### config.mk
export PLATFORM = sky130hd
export DESIGN_NAME = pic_cw_decoder
export DESIGN_NICKNAME = d
export VERILOG_FILES = /design/src/rtl/pic_cw_pkg.sv /design/src/rtl/pic_init_seq.sv /design/src/rtl/pic_op_decode.sv /design/src/rtl/pic_read_mux.sv /design/src/rtl/pic_cw_decoder.sv
export SDC_FILE = /design/constraint.sdc
export NUM_CORES = 1
export LEC_CHECK = 0
export ABC_AREA = 1
export BUFFER_PORTS_ARGS = -buffer_cell sky130_fd_sc_hd__buf_4
export CORE_ASPECT_RATIO = 2
export CORE_MARGIN = 5
export CORE_UTILIZATION = 40
export DETAILED_ROUTE_END_ITERATION = 8
export HOLD_SLACK_MARGIN = 0.08
export PLACE_DENSITY_LB_ADDON = 0.2
export SYNTH_ARGS = -nofsm -noshare
export SYNTH_HDL_FRONTEND = slang
export SYNTH_SLANG_ARGS = --single-unit
### constraint.sdc
create_clock -name clk_i -period 1.55 [get_ports clk_i]
set_input_delay 0.155 -clock clk_i [delete_from_list [all_inputs] [get_ports clk_i]]
set_output_delay 0.155 -clock clk_i [all_outputs]
set_load 0.005 [all_outputs]
### src/rtl/pic_cw_pkg.sv
package pic_cw_pkg;
  localparam int BYTE_W = 8;
  localparam int LVL_W  = 3;
  localparam int VB_W   = BYTE_W - LVL_W;

  // a0=0 dispatch bits
  localparam int B_START = 4;
  localparam int B_CW3   = 3;
  // setup start
  localparam int B_SNGL  = 1;
  localparam int B_NEED4 = 0;
  // setup step 4
  localparam int B_UPM   = 0;
  localparam int B_AEOI  = 1;
  // command word 2
  localparam int B_ROT   = 7;
  localparam int B_SPEC  = 6;
  localparam int B_EOI   = 5;
  // command word 3
  localparam int B_POLL  = 2;
  localparam int B_RSEL  = 1;
  localparam int B_RISR  = 0;

  typedef enum logic [2:0] {
    STEP_RUN = 3'd0,
    STEP_1   = 3'd1,
    STEP_2   = 3'd2,
    STEP_3   = 3'd3,
    STEP_4   = 3'd4
  } step_e;

  typedef struct packed {
    logic             rotate;
    logic             specific;
    logic             eoi;
    logic [LVL_W-1:0] level;
  } cw2_t;
endpackage

### src/rtl/pic_init_seq.sv
module pic_init_seq
  import pic_cw_pkg::*;
#(
  parameter int DW = BYTE_W,
  parameter int LW = LVL_W,
  localparam int VW = DW - LW
) (
  input  logic          clk_i,
  input  logic          rst_ni,
  input  logic          wr_i,
  input  logic          a0_i,
  input  logic [DW-1:0] wdata_i,
  output logic          ready_o,
  output logic [VW-1:0] vbase_o,
  output logic          aeoi_o,
  output logic          in_seq_o,
  output logic          start_o,
  output logic          start_ok_o,
  output logic          err_evt_o
);
  step_e         step_q;
  logic          ready_q, aeoi_q;
  logic [VW-1:0] vbase_q;
  logic          wr_cfg, wr_step4;

  assign start_o    = wr_i && !a0_i && wdata_i[B_START];
  assign start_ok_o = start_o && !wdata_i[B_SNGL] && wdata_i[B_NEED4];
  assign in_seq_o   = (step_q == STEP_2) || (step_q == STEP_3) || (step_q == STEP_4);
  assign wr_cfg     = wr_i && a0_i;
  assign wr_step4   = wr_cfg && (step_q == STEP_4);
  assign err_evt_o  = (start_o && !start_ok_o) || (wr_step4 && !wdata_i[B_UPM]);

  always_ff @(posedge clk_i or negedge rst_ni) begin
    if (!rst_ni) begin
      step_q  <= STEP_RUN;
      ready_q <= 1'b0;
      aeoi_q  <= 1'b0;
      vbase_q <= '0;
    end else if (start_o) begin
      ready_q <= 1'b0;
      step_q  <= start_ok_o ? STEP_2 : STEP_1;
    end else if (wr_cfg) begin
      unique case (step_q)
        STEP_2: begin
          vbase_q <= wdata_i[DW-1:LW];
          step_q  <= STEP_3;
        end
        STEP_3: step_q <= STEP_4;
        STEP_4: begin
          if (wdata_i[B_UPM]) begin
            aeoi_q  <= wdata_i[B_AEOI];
            ready_q <= 1'b1;
            step_q  <= STEP_RUN;
          end
        end
        default: ;
      endcase
    end
  end

  assign ready_o = ready_q;
  assign vbase_o = vbase_q;
  assign aeoi_o  = aeoi_q;

  assert_start_clears_ready_R2: assert property (@(posedge clk_i) disable iff (!rst_ni)
    start_o |=> !ready_q);

  assert_vbase_load_R4: assert property (@(posedge clk_i) disable iff (!rst_ni)
    (wr_cfg && !start_o && step_q == STEP_2) |=> vbase_q == $past(wdata_i[DW-1:LW]));

  assert_ready_needs_run_R5: assert property (@(posedge clk_i) disable iff (!rst_ni)
    ready_q |-> step_q == STEP_RUN);

  assert_step4_reject_R5: assert property (@(posedge clk_i) disable iff (!rst_ni)
    (wr_step4 && !start_o && !wdata_i[B_UPM]) |=> (step_q == STEP_4 && !ready_q));
endmodule

### src/rtl/pic_op_decode.sv
module pic_op_decode
  import pic_cw_pkg::*;
#(
  parameter int DW = BYTE_W,
  parameter int LW = LVL_W
) (
  input  logic          clk_i,
  input  logic          rst_ni,
  input  logic          wr_i,
  input  logic          a0_i,
  input  logic [DW-1:0] wdata_i,
  input  logic          ready_i,
  input  logic          start_i,
  input  logic          in_seq_i,
  output logic [DW-1:0] mask_o,
  output logic          cw2_valid_o,
  output cw2_t          cw2_o,
  output logic          rotate_o,
  output logic          poll_o,
  output logic          isr_sel_o
);
  logic [DW-1:0] mask_q;
  logic          op_wr, cw2_wr, cw3_wr;
  logic          cw2_valid_q, rotate_q, poll_q, isr_sel_q;
  cw2_t          cw2_q;

  assign op_wr  = wr_i && !a0_i && !wdata_i[B_START] && ready_i;
  assign cw2_wr = op_wr && !wdata_i[B_CW3];
  assign cw3_wr = op_wr && wdata_i[B_CW3];

  always_ff @(posedge clk_i or negedge rst_ni) begin
    if (!rst_ni)                          mask_q <= '0;
    else if (start_i)                     mask_q <= '0;
    else if (wr_i && a0_i && !in_seq_i)   mask_q <= wdata_i;
  end

  always_ff @(posedge clk_i or negedge rst_ni) begin
    if (!rst_ni) begin
      cw2_valid_q <= 1'b0;
      cw2_q       <= '0;
      rotate_q    <= 1'b0;
    end else begin
      cw2_valid_q <= cw2_wr;
      if (cw2_wr) begin
        cw2_q.rotate   <= wdata_i[B_ROT];
        cw2_q.specific <= wdata_i[B_SPEC];
        cw2_q.eoi      <= wdata_i[B_EOI];
        cw2_q.level    <= wdata_i[LW-1:0];
        rotate_q       <= wdata_i[B_ROT];
      end
    end
  end

  always_ff @(posedge clk_i or negedge rst_ni) begin
    if (!rst_ni) begin
      poll_q    <= 1'b0;
      isr_sel_q <= 1'b0;
    end else if (start_i) begin
      isr_sel_q <= 1'b0;
    end else if (cw3_wr) begin
      poll_q <= wdata_i[B_POLL];
      if (wdata_i[B_RSEL]) isr_sel_q <= wdata_i[B_RISR];
    end
  end

  assign mask_o      = mask_q;
  assign cw2_valid_o = cw2_valid_q;
  assign cw2_o       = cw2_q;
  assign rotate_o    = rotate_q;
  assign poll_o      = poll_q;
  assign isr_sel_o   = isr_sel_q;

  assert_cw2_needs_ready_R7: assert property (@(posedge clk_i) disable iff (!rst_ni)
    cw2_valid_q |-> $past(ready_i && wr_i && !a0_i));

  assert_not_ready_ignored_R12: assert property (@(posedge clk_i) disable iff (!rst_ni)
    (!ready_i && !start_i) |=> $stable(isr_sel_q) && $stable(poll_q) && !cw2_valid_q);
endmodule

### src/rtl/pic_read_mux.sv
module pic_read_mux
  import pic_cw_pkg::*;
#(
  parameter int DW = BYTE_W
) (
  input  logic          clk_i,
  input  logic          rst_ni,
  input  logic          rd_i,
  input  logic          a0_i,
  input  logic          poll_i,
  input  logic          isr_sel_i,
  input  logic [DW-1:0] mask_i,
  input  logic [DW-1:0] irr_i,
  input  logic [DW-1:0] isr_i,
  output logic [DW-1:0] rdata_o,
  output logic          err_evt_o
);
  logic [DW-1:0] rdata_q, rsel;

  always_comb begin
    if (poll_i)         rsel = '0;
    else if (a0_i)      rsel = mask_i;
    else if (isr_sel_i) rsel = isr_i;
    else                rsel = irr_i;
  end

  always_ff @(posedge clk_i or negedge rst_ni) begin
    if (!rst_ni)   rdata_q <= '0;
    else if (rd_i) rdata_q <= rsel;
  end

  assign rdata_o   = rdata_q;
  assign err_evt_o = rd_i && poll_i;

  assert_poll_read_zero_R10: assert property (@(posedge clk_i) disable iff (!rst_ni)
    (rd_i && poll_i) |=> rdata_q == '0);

  assert_rdata_hold_R9: assert property (@(posedge clk_i) disable iff (!rst_ni)
    !rd_i |=> $stable(rdata_q));
endmodule

### src/rtl/pic_cw_decoder.sv
module pic_cw_decoder
  import pic_cw_pkg::*;
#(
  parameter int DW = BYTE_W,
  parameter int LW = LVL_W,
  localparam int VW = DW - LW
) (
  input  logic          clk_i,
  input  logic          rst_ni,
  input  logic          wr_i,
  input  logic          rd_i,
  input  logic          a0_i,
  input  logic [DW-1:0] wdata_i,
  input  logic [DW-1:0] irr_i,
  input  logic [DW-1:0] isr_i,
  input  logic [DW-1:0] irq_i,
  output logic [DW-1:0] rdata_o,
  output logic          ready_o,
  output logic [VW-1:0] vec_base_o,
  output logic          aeoi_o,
  output logic [DW-1:0] mask_o,
  output logic          init_o,
  output logic          cw2_valid_o,
  output logic          cw2_rotate_o,
  output logic          cw2_specific_o,
  output logic          cw2_eoi_o,
  output logic [LW-1:0] cw2_level_o,
  output logic          rotate_o,
  output logic          poll_o,
  output logic [DW-1:0] irq_o,
  output logic          err_o
);
  logic ready, in_seq, start, start_ok, init_err, rd_err, isr_sel;
  logic err_q, init_q;
  cw2_t cw2;

  pic_init_seq #(.DW(DW), .LW(LW)) u_init (
    .clk_i      (clk_i),
    .rst_ni     (rst_ni),
    .wr_i       (wr_i),
    .a0_i       (a0_i),
    .wdata_i    (wdata_i),
    .ready_o    (ready),
    .vbase_o    (vec_base_o),
    .aeoi_o     (aeoi_o),
    .in_seq_o   (in_seq),
    .start_o    (start),
    .start_ok_o (start_ok),
    .err_evt_o  (init_err)
  );

  pic_op_decode #(.DW(DW), .LW(LW)) u_op (
    .clk_i       (clk_i),
    .rst_ni      (rst_ni),
    .wr_i        (wr_i),
    .a0_i        (a0_i),
    .wdata_i     (wdata_i),
    .ready_i     (ready),
    .start_i     (start),
    .in_seq_i    (in_seq),
    .mask_o      (mask_o),
    .cw2_valid_o (cw2_valid_o),
    .cw2_o       (cw2),
    .rotate_o    (rotate_o),
    .poll_o      (poll_o),
    .isr_sel_o   (isr_sel)
  );

  pic_read_mux #(.DW(DW)) u_rd (
    .clk_i     (clk_i),
    .rst_ni    (rst_ni),
    .rd_i      (rd_i),
    .a0_i      (a0_i),
    .poll_i    (poll_o),
    .isr_sel_i (isr_sel),
    .mask_i    (mask_o),
    .irr_i     (irr_i),
    .isr_i     (isr_i),
    .rdata_o   (rdata_o),
    .err_evt_o (rd_err)
  );

  // sticky error: cleared only by an accepted start
  always_ff @(posedge clk_i or negedge rst_ni) begin
    if (!rst_ni) begin
      err_q  <= 1'b0;
      init_q <= 1'b0;
    end else begin
      err_q  <= (err_q && !start_ok) || init_err || rd_err;
      init_q <= start;
    end
  end

  assign ready_o        = ready;
  assign init_o         = init_q;
  assign err_o          = err_q;
  assign cw2_rotate_o   = cw2.rotate;
  assign cw2_specific_o = cw2.specific;
  assign cw2_eoi_o      = cw2.eoi;
  assign cw2_level_o    = cw2.level;
  assign irq_o          = ready ? irq_i : '0;

  assert_err_sticky_R11: assert property (@(posedge clk_i) disable iff (!rst_ni)
    (err_q && !start_ok) |=> err_q);

  assert_reject_sets_err_R3: assert property (@(posedge clk_i) disable iff (!rst_ni)
    (start && !start_ok) |=> err_q);

  assert_accept_clears_err_R2: assert property (@(posedge clk_i) disable iff (!rst_ni)
    (start_ok && !rd_err) |=> !err_q);
endmodule

# ---- Word-level counts from Yosys, hierarchy flattened
# Index checks and enable logic that the tools add are counted.
dict set report totals {
  reg_bits 37
  inputBits 37
  out_inout_bits 42
  elab_cells 78
}
dict set report op_classes {
  eq_ne 4
  mux 18
  n_bitwise 1
  n_reduce_logical 40
}
# operator count
set ops {}
lappend ops {{$mux 8} 6}
lappend ops {{$logic_and 1x1->1} 15}
lappend ops {{$reduce_bool 2->1} 6}
lappend ops {{$mux 3} 3}
lappend ops {{$pmux 3 s3} 1}
lappend ops {{$reduce_and 3->1} 3}
lappend ops {{$logic_not 1->1} 7}
lappend ops {{$mux 1} 7}
lappend ops {{$eq 3x2->1 const B} 2}
lappend ops {{$logic_or 1x1->1} 5}
lappend ops {{$reduce_and 2->1} 2}
lappend ops {{$reduce_and 4->1} 1}
lappend ops {{$reduce_bool 4->1} 1}
lappend ops {{$eq 3x3->1 const B} 1}
lappend ops {{$ne 3x3->1 const B} 1}
lappend ops {{$mux 2} 1}
lappend ops {{$not 1->1} 1}

# ---- Longest topological paths before layout
# Gate-level depths: netlist of the first run.
dict set report logic_depth {
  depth_word 10
  depth_mapped 8
  mapped_depth_nobuf 7
}

# ---- By module
# Synthesis of the first run repeated with hierarchy kept, for this count alone.
dict set report unflattened {
  hier_cells 265
  hier_area_um2 1954.4
}
# mod instances cells_per_inst area_each_um2 seq_area_each_um2
set modules_own_cells {}
lappend modules_own_cells {pic_op_decode 1 88 743.2 425.4}
lappend modules_own_cells {pic_init_seq 1 73 566.8 250.2}
lappend modules_own_cells {pic_read_mux 1 81 514.2 200.2}
lappend modules_own_cells {pic_cw_decoder 1 23 130.1 50.0}

# ---- Worst setup path after synthesis of the first run
# No wires, ideal clock.
dict set report synth_timing {
  kind {reg-to-reg}
  start {register u_init.ready_q, in the netlist u_init.ready_o}
  end {register u_op.cw2_q, in the netlist u_op.cw2_o[1]}
  setup_time_ns 0.120
  arrival_ns 1.033
  t_required_ns 1.430
  setup_slack_ns 0.397
  stages_incl_launch_ff 8
  path_buffers 2
  synth_period_minus_slack_ns 1.153
  cell_sequence {dfrtp_1 > buf_2 > nand2_1 > nor2_4 > nand2_2 > buf_6 > nand2_1 > o21ai_2}
}
dict set report synth_via {
  elab_chain_len 2
}
# element line
set synth_lines {}
lappend synth_lines {{from (decl)} pic_init_seq.sv:22} ;# logic ready_q, aeoi_q;
lappend synth_lines {{from (signal assigned)} pic_init_seq.sv:36} ;# ready_q <= 1'b0;
lappend synth_lines {{from (signal assigned)} pic_init_seq.sv:40} ;# ready_q <= 1'b0;
lappend synth_lines {{from (signal assigned)} pic_init_seq.sv:52} ;# ready_q <= 1'b1;
lappend synth_lines {{$logic_and 1x1->1} pic_op_decode.sv:27} ;# assign op_wr = wr_i && !a0_i && !wdata_i[B_START] && ready_i;
lappend synth_lines {{$logic_and 1x1->1} pic_op_decode.sv:28} ;# assign cw2_wr = op_wr && !wdata_i[B_CW3];
lappend synth_lines {{to (decl)} pic_op_decode.sv:25} ;# cw2_t cw2_q;
# No other way between the ends.
# A chain may end at the register's enable or synchronous reset.

# ---- Worst setup path in the final report of the first run
dict set report layout_timing {
  start {register u_init.step_q[1]}
  end {register u_init.step_q[0]}
}
dict set report layout_via {
  elab_chain_len 4
  word_cells_on_any_way 9
  classes_between {eq/ne (4); mux (3); reduce/logical (2)}
}
# element line
set layout_lines {}
lappend layout_lines {{from (decl)} pic_init_seq.sv:21} ;# step_e step_q;
lappend layout_lines {{from (signal assigned)} pic_init_seq.sv:41} ;# step_q <= start_ok_o ? STEP_2 : STEP_1;
lappend layout_lines {{$eq 3x3->1 / $eq 3x2->1 (equally long branches)} pic_init_seq.sv:43} ;# unique case (step_q)
lappend layout_lines {{$pmux 3 s3} pic_init_seq.sv:43}
lappend layout_lines {{$mux 3} pic_init_seq.sv:42} ;# end else if (wr_cfg) begin
lappend layout_lines {{$mux 3} pic_init_seq.sv:39} ;# end else if (start_o) begin
# Parallel ways exist; a longest one is shown, timed or not. The select of a mux whose other input is x is not followed.

==> results.py, run 1 <==
metrics = {
    "critical_path": {
        "start_kind": "flop",
        "worstReg2RegEnd": "u_init.step_q[0]",
        "cp.required_ns": 1.78,
        "arrival_ns": 1.48,
        "cp_common_cell": "nand2_1",
        "rrSetupSlack_ns": 0.30,
        "crit_path_end_kind": "flop",
        "cp_num_buf_inv": 0,
        "crit_fanout": 5,
        "cp_slowest_stage_delay_ns": 0.45,
        "path_delay_family": "simple AND/OR/NAND/NOR gates",
        "crit_path_top_delay_cell": "dfrtp_1",
        "startpoint": "u_init.step_q[1]",
        "critPathCapture": "u_init.step_q[0]",
        "r2r_cells": 7,
        "cp.depth": 7,
        "critPathKind": "reg -> reg",
        "crit_chain": "nor2_2, nand2_2, nand2_1, nand3_1, nand2_1, nand2_1, nand2_1",
        "r2r_start": "u_init.step_q[1]",
    },
    "routing": {
        "drt.antenna.violating_nets": 0,
        "drt-total-wl_mm": 4.81,
        "first_iter_violations": 59,
        "num_vias": 1696,
        "dr.pass1.iters": 4,
        "vias_per_cell": 4.72,
        "drcViolationCount": 0,
        "post_drt_wl_per_cell_um": 13.4,
    },
    "yosys": {
        "syn_inst": 223,
        "synthTopCellsByArea": "dfrtp_1 (51%), nand2_1 (14%), inv_1 (7.8%)",
        "synth_edf_count": 0,
        "synthArstFlopShare_pct": 100,
        "synth_top_cell_area_share_pct": 50.7,
        "yosysMostFrequentCell": "nand2_1",
        "ys.flop_type": "dfrtp_1",
        "syn_area_mm2": 0.00183,
        "syn_nets": 260,
        "yosys.area.top_type": "dfrtp_1",
        "synthTopCellsByCount": "nand2_1 (67), inv_1 (38), dfrtp_1 (37)",
        "ys_types": 23,
        "synth-seq-cells": 37,
        "ys_warn_count": 0,
        "ys_seq_area_share_pct": 50.7,
        "avgSynthCellArea_um2": 8.19,
    },
    "layout": {
        "n_antenna_cell": 0,
        "nets": 341,
        "area_delta_synth_final_pct": 41.6,
        "layout-drive-gt1-share_pct": 34.8,
    },
    "clocking": {
        "cts_num_sinks": 37,
        "root_buffer": "clkbuf_8",
        "clk-insertion-delay-late_ns": 0.29,
        "cts_made_buffers": 5,
        "tritoncts": "done",
        "path_clk_slew_ns": 0.07,
        "clock_path_buffers": 2,
        "ctsResizeCount": 0,
        "cts_htree_levels": 2,
    },
    "placement": {
        "place_hpwl_mm": 3.83,
        "gp_congestion": 0.844,
        "io_buffers": 78,
        "dpl_worst_slack_ns": 0.334,
    },
    "floorplanning": {
        "num_rows": 34,
        "die_h_um": 106,
        "core_mm2": 0.00438,
        "io_pins": 79,
        "die-area_mm2": 0.00610,
        "dieWidth_um": 57.8,
        "initial_core_util_pct": 41.7,
    },
    "sta": {
        "final_hold_viol_count": 0,
        "finalCritPeriodShare_pct": 80.6,
        "worst_pin_slew_ns": 0.457,
        "min_period_ns": 1.25,
        "max_slew_margin_pct": 69.6,
        "rsz0062_at_grt": "no",
        "fin_ws_ns": 0.301,
        "tns_ns": 0,
        "fin_worst_skew_ns": 0.00331,
        "fmax_ghz": 0.801,
        "setup_viol": 0,
        "maxSlewViolCount": 0,
    },
    "global_routing": {
        "grt_antenna_before_repair": 0,
        "grt_start_max_net_pins": 38,
        "overflow": 0,
        "grt_pass1_vias": 1655,
        "track_usage_pct": 16.6,
        "grt_pass1_wl_mm": 7.86,
    },
    "worst_hold_path": {
        "hp-class": "in -> reg",
        "min-delay-start": "rd_i",
    },
    "job": {
        "max-cap-violations": 0,
    },
    "power": {
        "p_leak_nw": 1.44,
        "powerDensity_mw_per_mm2": 1430,
        "ir_worst_vdd_uv": 781,
    },
    "outcome": {
        "status": "finished clean",
    },
}
## how the worst min path moves through the flow
| stage | cells after the start | slack (ns) | end |
|---|---|---|---|
| floorplan | 0 | -0.14 | err_o |
| global placement | 1 | 0.14 | u_rd.rdata_o[5] |
| detailed placement | 1 | 0.14 | u_op.mask_o[6] |
| CTS | 2 | 0.14 | u_rd.rdata_o[7] |
| global route | 2 | 0.14 | u_rd.rdata_o[1] |
| finish | 2 | 0.14 | u_rd.rdata_o[5] |
## metal layers
metal	global-route usage, %	wire length (um)
met3	4.41	410
met4	8.29	133
met1	18.1	1700
met2	28.8	2570
met5	0	0
## cells in the final DEF (no fill, tap or decap), types with 2 or more instances in the layout
cell type and count:
o21ai_2 6, nand3_4 2, nand3_1 17, o22ai_1 7, o21ai_1 8, a21oi_1 9, inv_2 2, dfrtp_1 37
o21ai_0 11, clkbuf_8 5, bufinv_16 2, buf_4 79, nor2_1 2, nand2_1 67, nand2_2 4, inv_1 38
## through the flow
step | utilization [%] | power, mW | instances | hold WS (ns) | instance area [um2]
finish | 59.0 | 3.69 | 359 | 0.137 | 2580
global route | 59.0 | 3.94 | 359 | 0.141 | 2580
CTS | 59.0 | 3.73 | 359 | 0.135 | 2580
detailed placement | 55.7 | 2.73 | 350 | 0.144 | 2440
global placement | 55.7 | 2.70 | 350 | 0.144 | 2440
floorplan | - | 2.04 | 223 | -0.141 | 1830
## layout make-up
| cell class | count | area (um2) |
|---|---|---|
| fillers | 407 | 1800 |
| well taps | 54 | 67.6 |
| multi-input cells | 139 | 693 |
| inverters | 41 | 161 |
| repair buffers | 80 | 603 |
| clock inverters | 3 | 65.1 |
| clock buffers | 5 | 68.8 |
| flip-flops and latches | 37 | 926 |
## registers in the layout, indices dropped and copies added (netlist names), 3 cells and up
register	flops
u_op.mask_o	8
u_rd.rdata_o	8
u_init.vbase_o	5
u_op.cw2_o	5
u_init.step_q	3
## where the power goes
part,leakage [nW],internal (mW),switching (mW),total [mW]
sequential,0.477,1.26,0.218,1.48
combinational,0.893,0.635,0.584,1.22
clock,0.0681,0.639,0.351,0.991
total,1.44,2.54,1.15,3.69
## kinds of logic after synthesis
logic type	share of synthesized area, %
AND/OR/NAND/NOR	25.0
buffers and inverters	11.3
AO/OA/AOI/OAI	13.0
flip-flops	50.7
## worst reg2reg max path: stages, from the launching register on
cell	delay, ns
dfrtp_1	0.45
nor2_2	0.16
nand2_2	0.11
nand2_1	0.07
nand3_1	0.15
nand2_1	0.13
nand2_1	0.06
nand2_1	0.06
## repair_timing
| action | CTS | global route |
|---|---|---|
| setup endpoints to repair | 0 | 0 |
| endpoints found under the hold margin | 37 | 0 |
| hold buffers | 1 | 0 |
| buffers inserted | 0 | 0 |
No activity file was read; power rests on OpenSTA's default activity.
==> run 2: changes to the inputs <==
- clock period: 1.55 -> 1 ns (I/O delays scaled with it)
==> results.py, run 2 (synthesis gave the netlist of run 1 again) <==
metrics = {
    "outcome": {
        "status": "complete, but fails checks",
        "failed_checks": "setup timing",
    },
    "sta": {
        "worst_pin_slew_ns": 0.487,
        "tns_ns": -4.97,
        "final_hold_viol_count": 0,
        "max_slew_margin_pct": 67.6,
        "setup_viol": 37,
        "finalCritPeriodShare_pct": 119,
        "fmax_ghz": 0.838,
        "min_period_ns": 1.19,
        "whs_ns": 0.101,
        "fin_ws_ns": -0.194,
        "rsz0062_at_grt": "yes",
        "maxSlewViolCount": 0,
        "fin_worst_skew_ns": 0.00902,
    },
    "floorplanning": {
        "initial_core_util_pct": 41.7,
        "die_h_um": 106,
        "core_mm2": 0.00438,
        "die-area_mm2": 0.00610,
        "dieWidth_um": 57.8,
        "num_rows": 34,
        "io_pins": 79,
    },
    "placement": {
        "gp_congestion": 0.824,
        "io_buffers": 78,
        "dp_cells": 367,
        "place_hpwl_mm": 3.95,
    },
    "clocking": {
        "path_clk_slew_ns": 0.08,
        "cts_num_sinks": 37,
        "root_buffer": "clkbuf_8",
        "tritoncts": "done",
        "clock_path_buffers": 2,
        "cts_htree_levels": 2,
        "clk-insertion-delay-late_ns": 0.30,
        "cts_made_buffers": 5,
    },
    "worst_hold_path": {
        "hp-class": "in -> reg",
        "min_to": "u_op.cw2_o[3]",
        "min-delay-start": "wdata_i[5]",
        "hold_depth": 3,
    },
    "critical_path": {
        "crit_fanout": 7,
        "critPathKind": "reg -> reg",
        "worstReg2RegEnd": "u_op.mask_o[1]",
        "r2r_cells": 5,
        "r2r_start": "u_init.step_q[1]",
        "cp.required_ns": 1.21,
        "arrival_ns": 1.40,
        "start_kind": "flop",
        "rrSetupSlack_ns": -0.19,
        "crit_path_end_kind": "flop",
    },
    "power": {
        "p_leak_nw": 1.64,
        "ir_worst_vdd_uv": 1540,
        "powerDensity_mw_per_mm2": 2050,
    },
    "routing": {
        "drcViolationCount": 0,
        "drt-total-wl_mm": 5.84,
        "dr.pass1.iters": 4,
        "num_vias": 1878,
        "post_drt_wl_per_cell_um": 15.0,
        "drt.antenna.violating_nets": 0,
        "vias_per_cell": 4.84,
        "first_iter_violations": 36,
    },
    "layout": {
        "post-route-util_pct": 69.9,
        "n_antenna_cell": 0,
        "area_delta_synth_final_pct": 67.8,
        "final_cells": 388,
        "layout-drive-gt1-share_pct": 56.3,
        "nets": 370,
        "final_cell_mix": "buf_4 (88), nand2_1 (42), dfrtp_1 (34)",
        "mostFrequentLayoutCell": "buf_4",
    },
    "job": {
        "max-cap-violations": 0,
    },
    "global_routing": {
        "grt_antenna_before_repair": 0,
        "grt_pass1_wl_mm": 9.04,
        "track_usage_pct": 19.2,
        "overflow": 0,
        "grt_start_max_net_pins": 38,
        "grt_pass1_vias": 1968,
    },
}
-- run 2: final cells by class --
class	count	area [um2]
clock buffers	5	68.8
repair buffers	107	882
multi-input cells	141	932
clock inverters	3	21.3
fillers	366	1320
flip-flops and latches	37	930
well taps	54	67.6
inverters	41	161
-- run 2: timing repair --
| item | in CTS | in global routing |
|---|---|---|
| setup endpoints to repair | 37 | 46 |
| endpoints found under the hold margin | 37 | 0 |
| gates resized for setup | 48 | 38 |
| pin swaps | 12 | 17 |
| setup buffers | 5 | 4 |
| hold buffers | 1 | 0 |
| gates cloned | 3 | 0 |
-- run 2: worst max-delay path by stage --
stage	from	cells after the start	slack [ns]	end
floorplan	u_init.ready_o	7	-0.09	u_op.cw2_o[1]
CTS	u_init.ready_o	4	-0.19	irq_o[7]
detailed placement	u_init.step_q[0]	6	-0.14	u_op.mask_o[0]
global placement	u_init.step_q[0]	6	-0.11	u_op.mask_o[0]
global route	u_init.step_q[2]	7	-0.24	u_init.step_q[0]
finish	u_init.step_q[1]	5	-0.19	u_op.mask_o[1]
-- run 2: stage by stage --
stage,cell area (um2),setup slack (ns),power (mW)
6_report,3060,-0.194,6.28
5_1_grt,3060,-0.237,6.69
4_1_cts,2920,-0.194,5.90
3_5_place_dp,2590,-0.139,4.39
3_3_place_gp,2590,-0.112,4.37
2_1_floorplan,1850,-0.0873,3.20
-- run 2: power by group --
group          total, mW  internal (mW)  switching, mW
clock network       1.08          0.494          0.585
logic               2.86           1.53           1.33
registers           2.34           1.97          0.371
-- run 2: critical path: stages (launching register included) --
cell and delay, ns:
dfrtp_2 0.45, buf_6 0.13, nand2_4 0.09, nand3_4 0.11, buf_12 0.16, o22ai_2 0.15
-- run 2: metal layers --
metal | up-vias | share of wire, % | routed length [um] | track usage [%]
met4 | 0 | 5.0 | 292 | 8.79
met2 | 70 | 57 | 3300 | 37.9
li1 | 923 | - | - | -
met5 | - | 0 | 0 | 0
met3 | 16 | 6.1 | 357 | 3.92
met1 | 869 | 32 | 1880 | 17.4
